==> config.mk <==
export PLATFORM = sky130hd
export DESIGN_NAME = tdm_fs_tx
export DESIGN_NICKNAME = d
export VERILOG_FILES = /design/src/rtl/tdm_tx_pkg.sv /design/src/rtl/sclk_edges.sv /design/src/rtl/bit_timer.sv /design/src/rtl/tx_shifter.sv /design/src/rtl/fs_gen.sv /design/src/rtl/tdm_fs_tx.sv
export SDC_FILE = /design/constraint.sdc
export NUM_CORES = 1
export LEC_CHECK = 0
export CAP_MARGIN = 15
export CELL_PAD_IN_SITES_DETAIL_PLACEMENT = 0
export CELL_PAD_IN_SITES_GLOBAL_PLACEMENT = 2
export CORE_ASPECT_RATIO = 1.1
export CORE_MARGIN = 2
export CORE_UTILIZATION = 35
export CTS_BUF_LIST = sky130_fd_sc_hd__clkbuf_4
export DETAILED_ROUTE_END_ITERATION = 10
export HOLD_SLACK_MARGIN = 0.15
export PLACE_DENSITY = 0.82
export SLEW_MARGIN = 30
export SYNTH_ARGS = -nofsm -noshare
export SYNTH_HDL_FRONTEND = slang
export SYNTH_SLANG_ARGS = --single-unit
==> constraint.sdc <==
create_clock -name clk -period 2.3 [get_ports clk]
set_input_delay 0.46 -clock clk [delete_from_list [all_inputs] [get_ports clk]]
set_output_delay 0.46 -clock clk [all_outputs]
set_load 0.02 [all_outputs]
==> src/rtl/tdm_tx_pkg.sv <==
package tdm_tx_pkg;
  // Next frame bit index, wrapping at the frame length.
  function automatic int unsigned idx_advance(int unsigned idx, int unsigned len);
    return (idx + 1 >= len) ? 0 : idx + 1;
  endfunction

  // True when a bit index opens a new byte.
  function automatic logic at_byte_start(int unsigned idx, int unsigned bw);
    return (idx % bw) == 0;
  endfunction
endpackage

==> src/rtl/sclk_edges.sv <==
module sclk_edges #(
  parameter int SYNC_STAGES = 2
) (
  input  logic clk,
  input  logic rst_n,
  input  logic sclk,
  input  logic data_edge,
  input  logic fs_edge,
  output logic data_ev,
  output logic fs_ev
);
  logic [SYNC_STAGES-1:0] sync_q;
  logic prev_q, rise, fall;

  for (genvar g = 0; g < SYNC_STAGES; g++) begin : g_sync
    if (g == 0) begin : g_first
      always_ff @(posedge clk or negedge rst_n)
        if (!rst_n) sync_q[g] <= 1'b0;
        else        sync_q[g] <= sclk;
    end else begin : g_next
      always_ff @(posedge clk or negedge rst_n)
        if (!rst_n) sync_q[g] <= 1'b0;
        else        sync_q[g] <= sync_q[g-1];
    end
  end

  always_ff @(posedge clk or negedge rst_n)
    if (!rst_n) prev_q <= 1'b0;
    else        prev_q <= sync_q[SYNC_STAGES-1];

  assign rise    = sync_q[SYNC_STAGES-1] & ~prev_q;
  assign fall    = ~sync_q[SYNC_STAGES-1] & prev_q;
  assign data_ev = data_edge ? rise : fall;
  assign fs_ev   = fs_edge ? rise : fall;
endmodule

==> src/rtl/bit_timer.sv <==
module bit_timer (
  input  logic clk,
  input  logic rst_n,
  input  logic tx_en,
  input  logic dbl,
  input  logic data_ev,
  output logic bit_ev
);
  logic phase_q;

  always_ff @(posedge clk or negedge rst_n)
    if (!rst_n)               phase_q <= 1'b0;
    else if (!tx_en)          phase_q <= 1'b0;
    else if (data_ev && dbl)  phase_q <= ~phase_q;

  assign bit_ev = data_ev & (~dbl | ~phase_q);

  // a bit started in 2x mode leaves the second half pending
  p_half_pending_r4: assert property (@(posedge clk) disable iff (!rst_n)
    (tx_en && $past(tx_en && dbl && bit_ev)) |-> phase_q);
endmodule

==> src/rtl/tx_shifter.sv <==
module tx_shifter #(
  parameter int FRAME_BITS = 256,
  parameter int BYTE_W     = 8
) (
  input  logic              clk,
  input  logic              rst_n,
  input  logic              tx_en,
  input  logic              bit_ev,
  input  logic [BYTE_W-1:0] hold_data,
  input  logic              hold_valid,
  output logic              hold_take,
  output logic              sdata,
  output logic              underrun,
  output logic              line_first,
  output logic              first_after
);
  import tdm_tx_pkg::*;
  localparam int IDXW = (FRAME_BITS > 1) ? $clog2(FRAME_BITS) : 1;

  logic              running_q, udr_q;
  logic [IDXW-1:0]   idx_q, nxt_idx;
  logic [BYTE_W-1:0] shreg_q;
  logic              load;

  assign nxt_idx     = running_q ? IDXW'(idx_advance(32'(idx_q), FRAME_BITS)) : '0;
  assign load        = !running_q || at_byte_start(32'(nxt_idx), BYTE_W);
  assign first_after = (nxt_idx == '0);
  assign line_first  = running_q && (idx_q == '0);
  assign hold_take   = tx_en && bit_ev && load && hold_valid;

  always_ff @(posedge clk or negedge rst_n)
    if (!rst_n) begin
      running_q <= 1'b0;
      idx_q     <= '0;
      udr_q     <= 1'b0;
      shreg_q   <= '1;
    end else if (!tx_en) begin
      running_q <= 1'b0;
      idx_q     <= '0;
      udr_q     <= 1'b0;
      shreg_q   <= '1;
    end else if (bit_ev) begin
      running_q <= 1'b1;
      idx_q     <= nxt_idx;
      if (load) begin
        shreg_q <= hold_valid ? hold_data : '1;
        udr_q   <= !hold_valid;
      end else begin
        shreg_q <= {shreg_q[BYTE_W-2:0], 1'b1};
      end
    end

  assign sdata    = (tx_en && running_q) ? shreg_q[BYTE_W-1] : 1'b1;
  assign underrun = tx_en && running_q && udr_q;

  // disabling stops the frame
  p_off_stops_r2: assert property (@(posedge clk) disable iff (!rst_n)
    !tx_en |=> !running_q);
  // the line only moves after a launch event
  p_sdata_hold_r3: assert property (@(posedge clk) disable iff (!rst_n)
    (tx_en && $past(tx_en) && !$past(bit_ev)) |-> $stable(sdata));
endmodule

==> src/rtl/fs_gen.sv <==
module fs_gen (
  input  logic clk,
  input  logic rst_n,
  input  logic tx_en,
  input  logic fs_ev,
  input  logic bit_ev,
  input  logic line_first,
  input  logic first_after,
  input  logic fs_pol,
  output logic fsync
);
  logic fs_on_q;

  always_ff @(posedge clk or negedge rst_n)
    if (!rst_n)      fs_on_q <= 1'b0;
    else if (!tx_en) fs_on_q <= 1'b0;
    else if (fs_ev)  fs_on_q <= bit_ev ? first_after : line_first;

  assign fsync = (fs_on_q & tx_en) ^ fs_pol;

  // sync only starts while frame bit 0 is on the line
  p_fs_first_r5: assert property (@(posedge clk) disable iff (!rst_n)
    $rose(fs_on_q) |-> line_first);
  // sync state moves only after a sync launch edge
  p_fs_edge_r6: assert property (@(posedge clk) disable iff (!rst_n)
    (tx_en && $past(tx_en) && !$past(fs_ev)) |-> $stable(fs_on_q));
endmodule

==> src/rtl/tdm_fs_tx.sv <==
module tdm_fs_tx #(
  parameter int FRAME_BITS  = 256,
  parameter int BYTE_W      = 8,
  parameter int SYNC_STAGES = 2
) (
  input  logic              clk,
  input  logic              rst_n,
  input  logic              sclk,
  input  logic              tx_en,
  input  logic              fs_pol,
  input  logic              data_edge,
  input  logic              fs_edge,
  input  logic              dbl_rate,
  input  logic [BYTE_W-1:0] hold_data,
  input  logic              hold_valid,
  output logic              hold_take,
  output logic              sdata,
  output logic              fsync,
  output logic              underrun
);
  logic data_ev, fs_ev, bit_ev, line_first, first_after;

  sclk_edges #(.SYNC_STAGES(SYNC_STAGES)) i_edges (
    .clk(clk), .rst_n(rst_n), .sclk(sclk), .data_edge(data_edge),
    .fs_edge(fs_edge), .data_ev(data_ev), .fs_ev(fs_ev));

  bit_timer i_timer (
    .clk(clk), .rst_n(rst_n), .tx_en(tx_en), .dbl(dbl_rate),
    .data_ev(data_ev), .bit_ev(bit_ev));

  tx_shifter #(.FRAME_BITS(FRAME_BITS), .BYTE_W(BYTE_W)) i_shift (
    .clk(clk), .rst_n(rst_n), .tx_en(tx_en), .bit_ev(bit_ev),
    .hold_data(hold_data), .hold_valid(hold_valid), .hold_take(hold_take),
    .sdata(sdata), .underrun(underrun), .line_first(line_first),
    .first_after(first_after));

  fs_gen i_fs (
    .clk(clk), .rst_n(rst_n), .tx_en(tx_en), .fs_ev(fs_ev), .bit_ev(bit_ev),
    .line_first(line_first), .first_after(first_after), .fs_pol(fs_pol),
    .fsync(fsync));

  // idle fill is all ones
  p_underrun_ones_r7: assert property (@(posedge clk) disable iff (!rst_n)
    underrun |-> sdata);
endmodule

==> flow_summary.ini <==
[cells_and_area]
diodes = 0
final-instance-count-excl-fill = 251
drive_gt1_frac = 0.286
fin_nets = 219
n_fill_cell = 394
area_delta_synth_final_pct = 34.3

[cts]
path_clk_slew_ns = 0.13
clkLatencyLatePin_ns = 0.31
root_buffer = clkbuf_4
cts.path.max_buffers = 2
cts_hold_buf = 0
cts_tree = done
cts_buffers = 3
cts_max_level = 1
cts.sinks = 23

[setup_path]
required_ns = 1.84
critPathCaptureType = output port
worstPathMaxFanout = 2
critical_path.slowest_cell = dfrtp_1
arrival_ns = 1.78
critPathLaunchType = flop
worstSetupPathType = flop to output port
slowest_delay_ns = 0.40
critical_path.cell_chain = or3b_4 > a22o_1 > nor2_2 > and3_1 > buf_4

[floorplanning]
ios = 21
fp.dieW_microns = 65.6
rows = 24
core_sq_um = 3990
dieArea_sq_um = 4710
start_util = 0.366
die-height_microns = 71.8

[drt]
first_pass_iters = 4
drt_wl_total_microns = 3640
vias = 1326
ant_nets = 0
wire_per_inst_microns = 14.5
drtIter0Drc = 51
drc = 0
avgViaCountPerCell = 5.28

[synth]
synth_edf_count = 0
ys_seq_area_frac = 0.401
yosys_warnings = 0
synthAdderAreaFrac = 0.0171
synth_top_family_by_area = simple AND/OR/NAND/NOR gates
synth_compound_gate_area_share = 0.225
synth.avg_cell_area_sq_um = 9.55
postSynthCellCount = 153
synthMuxAreaShare = 0
yosys.area_share.simple = 0.272
netlist_area_sq_um = 1460
synth_seq_cells = 23
synth.distinct_cells = 47
synthXorXnorAreaFrac = 0.0300
synth-async-reset-ratio = 1.00
synth_ff_type = dfrtp_1
syn-num-nets = 172

[pwr]
p_leak_nw = 0.845
ir_drop_mv = 0.221
p_total_w = 0.000819
power_density_nw_per_um2 = 417

[timing]
worst_slew_pin_slew_ns = 0.379
setup_viol = 0
skew_ns = 0.00681
rsz0062_at_grt = yes
setup_slack_ns = 0.0571
fmax_mhz = 446
finalCritPeriodShare = 0.975
maxSlewHeadroom = 0.747
finalMaxSlewViolations = 0
finalHoldWorstSlack_ns = 0.366
min_period_ns = 2.24
hold_violations = 0

[placement]
gp_congestion = 0.834
dp_hpwl_microns = 2670
pre_cts_slack_ns = -0.571
place_inst = 244
portBuffers = 20

[job]
maxCapViolations = 0

[global_route]
grt_max_degree = 28
grt_pass1_vias = 1326
grtUsageTotal = 0.168
grt_first_pass_wirelength_microns = 6200
grt-ovfl-total = 0
antenna_found_initial = 0

[status]
status = finished, final reports clean

[min_path]
min_path_type = flop to flop
through the flow:
| step | TNS (ns) | instance area (sq um) | utilization |
|---|---|---|---|
| CTS | -0.0801 | 1920 | 0.480 |
| floorplan | 0 | 1460 | - |
| global placement | -0.619 | 1890 | 0.472 |
| finish | 0 | 1960 | 0.492 |
| detailed placement | -0.919 | 1890 | 0.472 |
| global route | -0.0325 | 1960 | 0.492 |
sequential cells by signal, summed over array words and instances, names as in the netlist:
name               flops
i_shift.idx_q          8
i_shift.shreg_q        8
i_edges.sync_q         2
i_edges.prev_q         1
i_fs.fs_on_q           1
i_shift.running_q      1
i_shift.udr_q          1
i_timer.phase_q        1
worst max-delay path: cells and delay by family (launching register included):
family	cells	cell delay [ns]
AOI/OAI and AO/OA	1	0.24
buffers and inverters	1	0.14
DFF	1	0.40
and+or+nand+nor	3	0.70
layout make-up:
| cell class | count | area, sq um | area share |
|---|---|---|---|
| well taps | 52 | 65.1 | 0.0331 |
| inverters | 6 | 22.5 | 0.0115 |
| multi-input cells | 114 | 816 | 0.416 |
| clock buffers | 4 | 30.0 | 0.0153 |
| flip-flops and latches | 23 | 586 | 0.298 |
| repair buffers | 52 | 444 | 0.226 |
power breakdown:
group | switching, W | total (W) | internal (W) | leakage [nW]
clock network | 0.000123 | 0.000203 | 0.0000795 | 0.0184
logic | 0.0000832 | 0.000174 | 0.0000909 | 0.542
registers | 0.0000120 | 0.000442 | 0.000430 | 0.285
synth_stat cells (3+ instances only):
| cell | number | area share |
|---|---|---|
| nand4_1 | 3 | 0.013 |
| buf_2 | 4 | 0.014 |
| nor3b_1 | 7 | 0.036 |
| clkbuf_1 | 4 | 0.010 |
| and3_1 | 3 | 0.013 |
| dfrtp_1 | 15 | 0.26 |
| nor3_1 | 5 | 0.017 |
| o21ai_0 | 7 | 0.024 |
| inv_1 | 6 | 0.015 |
| xnor2_1 | 4 | 0.024 |
| and2_1 | 5 | 0.021 |
| nand2_1 | 11 | 0.028 |
| o311ai_1 | 7 | 0.042 |
| a21oi_1 | 4 | 0.014 |
| a21boi_0 | 3 | 0.015 |
| nor2b_1 | 10 | 0.043 |
| nand3_1 | 3 | 0.010 |
| o21a_1 | 5 | 0.026 |
| nor2_1 | 7 | 0.018 |
| dfstp_2 | 8 | 0.14 |
path summary, 6_finish.rpt:
| path | from | end | slack [ns] | cells past startpoint |
|---|---|---|---|---|
| max in group asynchronous | rst_n | i_shift.shreg_q[0]$_DFFE_PN1P_ | 1.50 | 2 |
| min reg2reg | i_edges.sync_q[0]$_DFF_PN0_ | i_edges.sync_q[1]$_DFF_PN0_ | 0.37 | 0 |
| min in group asynchronous | rst_n | i_shift.idx_q[6]$_DFFE_PN0P_ | 0.50 | 2 |
| max | i_edges.sync_q[1]$_DFF_PN0_ | hold_take | 0.06 | 5 |
| max reg2reg | i_edges.sync_q[1]$_DFF_PN0_ | i_shift.idx_q[5]$_DFFE_PN0P_ | 0.27 | 7 |
| min | i_edges.sync_q[0]$_DFF_PN0_ | i_edges.sync_q[1]$_DFF_PN0_ | 0.37 | 0 |
kinds of logic after synthesis:
group                    after synthesis
XOR/XNOR                               5
AND/OR/NAND/NOR                       65
adder cells (fa/ha/maj)                2
flip-flops                            23
AO/OA/AOI/OAI                         42
buffers and inverters                 16
placed cells by master (no fill, tap or decap), types with 3 or more instances in the layout:
cell type        count
nand4_1              3
inv_1                5
nor2b_1             10
clkdlybuf4s50_1     15
and2_1               5
nor3_1               5
a21boi_0             3
dfstp_2              8
o21ai_0              7
nor2_1               6
xnor2_1              4
nand2_1             11
nand3_1              3
clkbuf_4             4
o21a_1               5
buf_4               32
o311ai_1             7
nor3b_1              7
a21oi_1              4
and3_1               3
dfrtp_1             15
layer usage:
metal	vias to the layer above	GRT usage	part of all wire	wire length, microns
met2	24	0.297	0.53	1910
met1	643	0.215	0.44	1600
met5	-	0	0	0
met4	0	0.0602	0.0063	23
li1	657	-	-	-
met3	2	0.0141	0.029	104
timing repair:
item	in CTS	in global routing
gates resized for setup	9	6
setup endpoints to repair	3	2
buffers inserted	0	3
cloned	0	0
endpoints found under the hold margin	0	0
pin swaps	0	5
No activity file was read; power rests on OpenSTA's default activity.
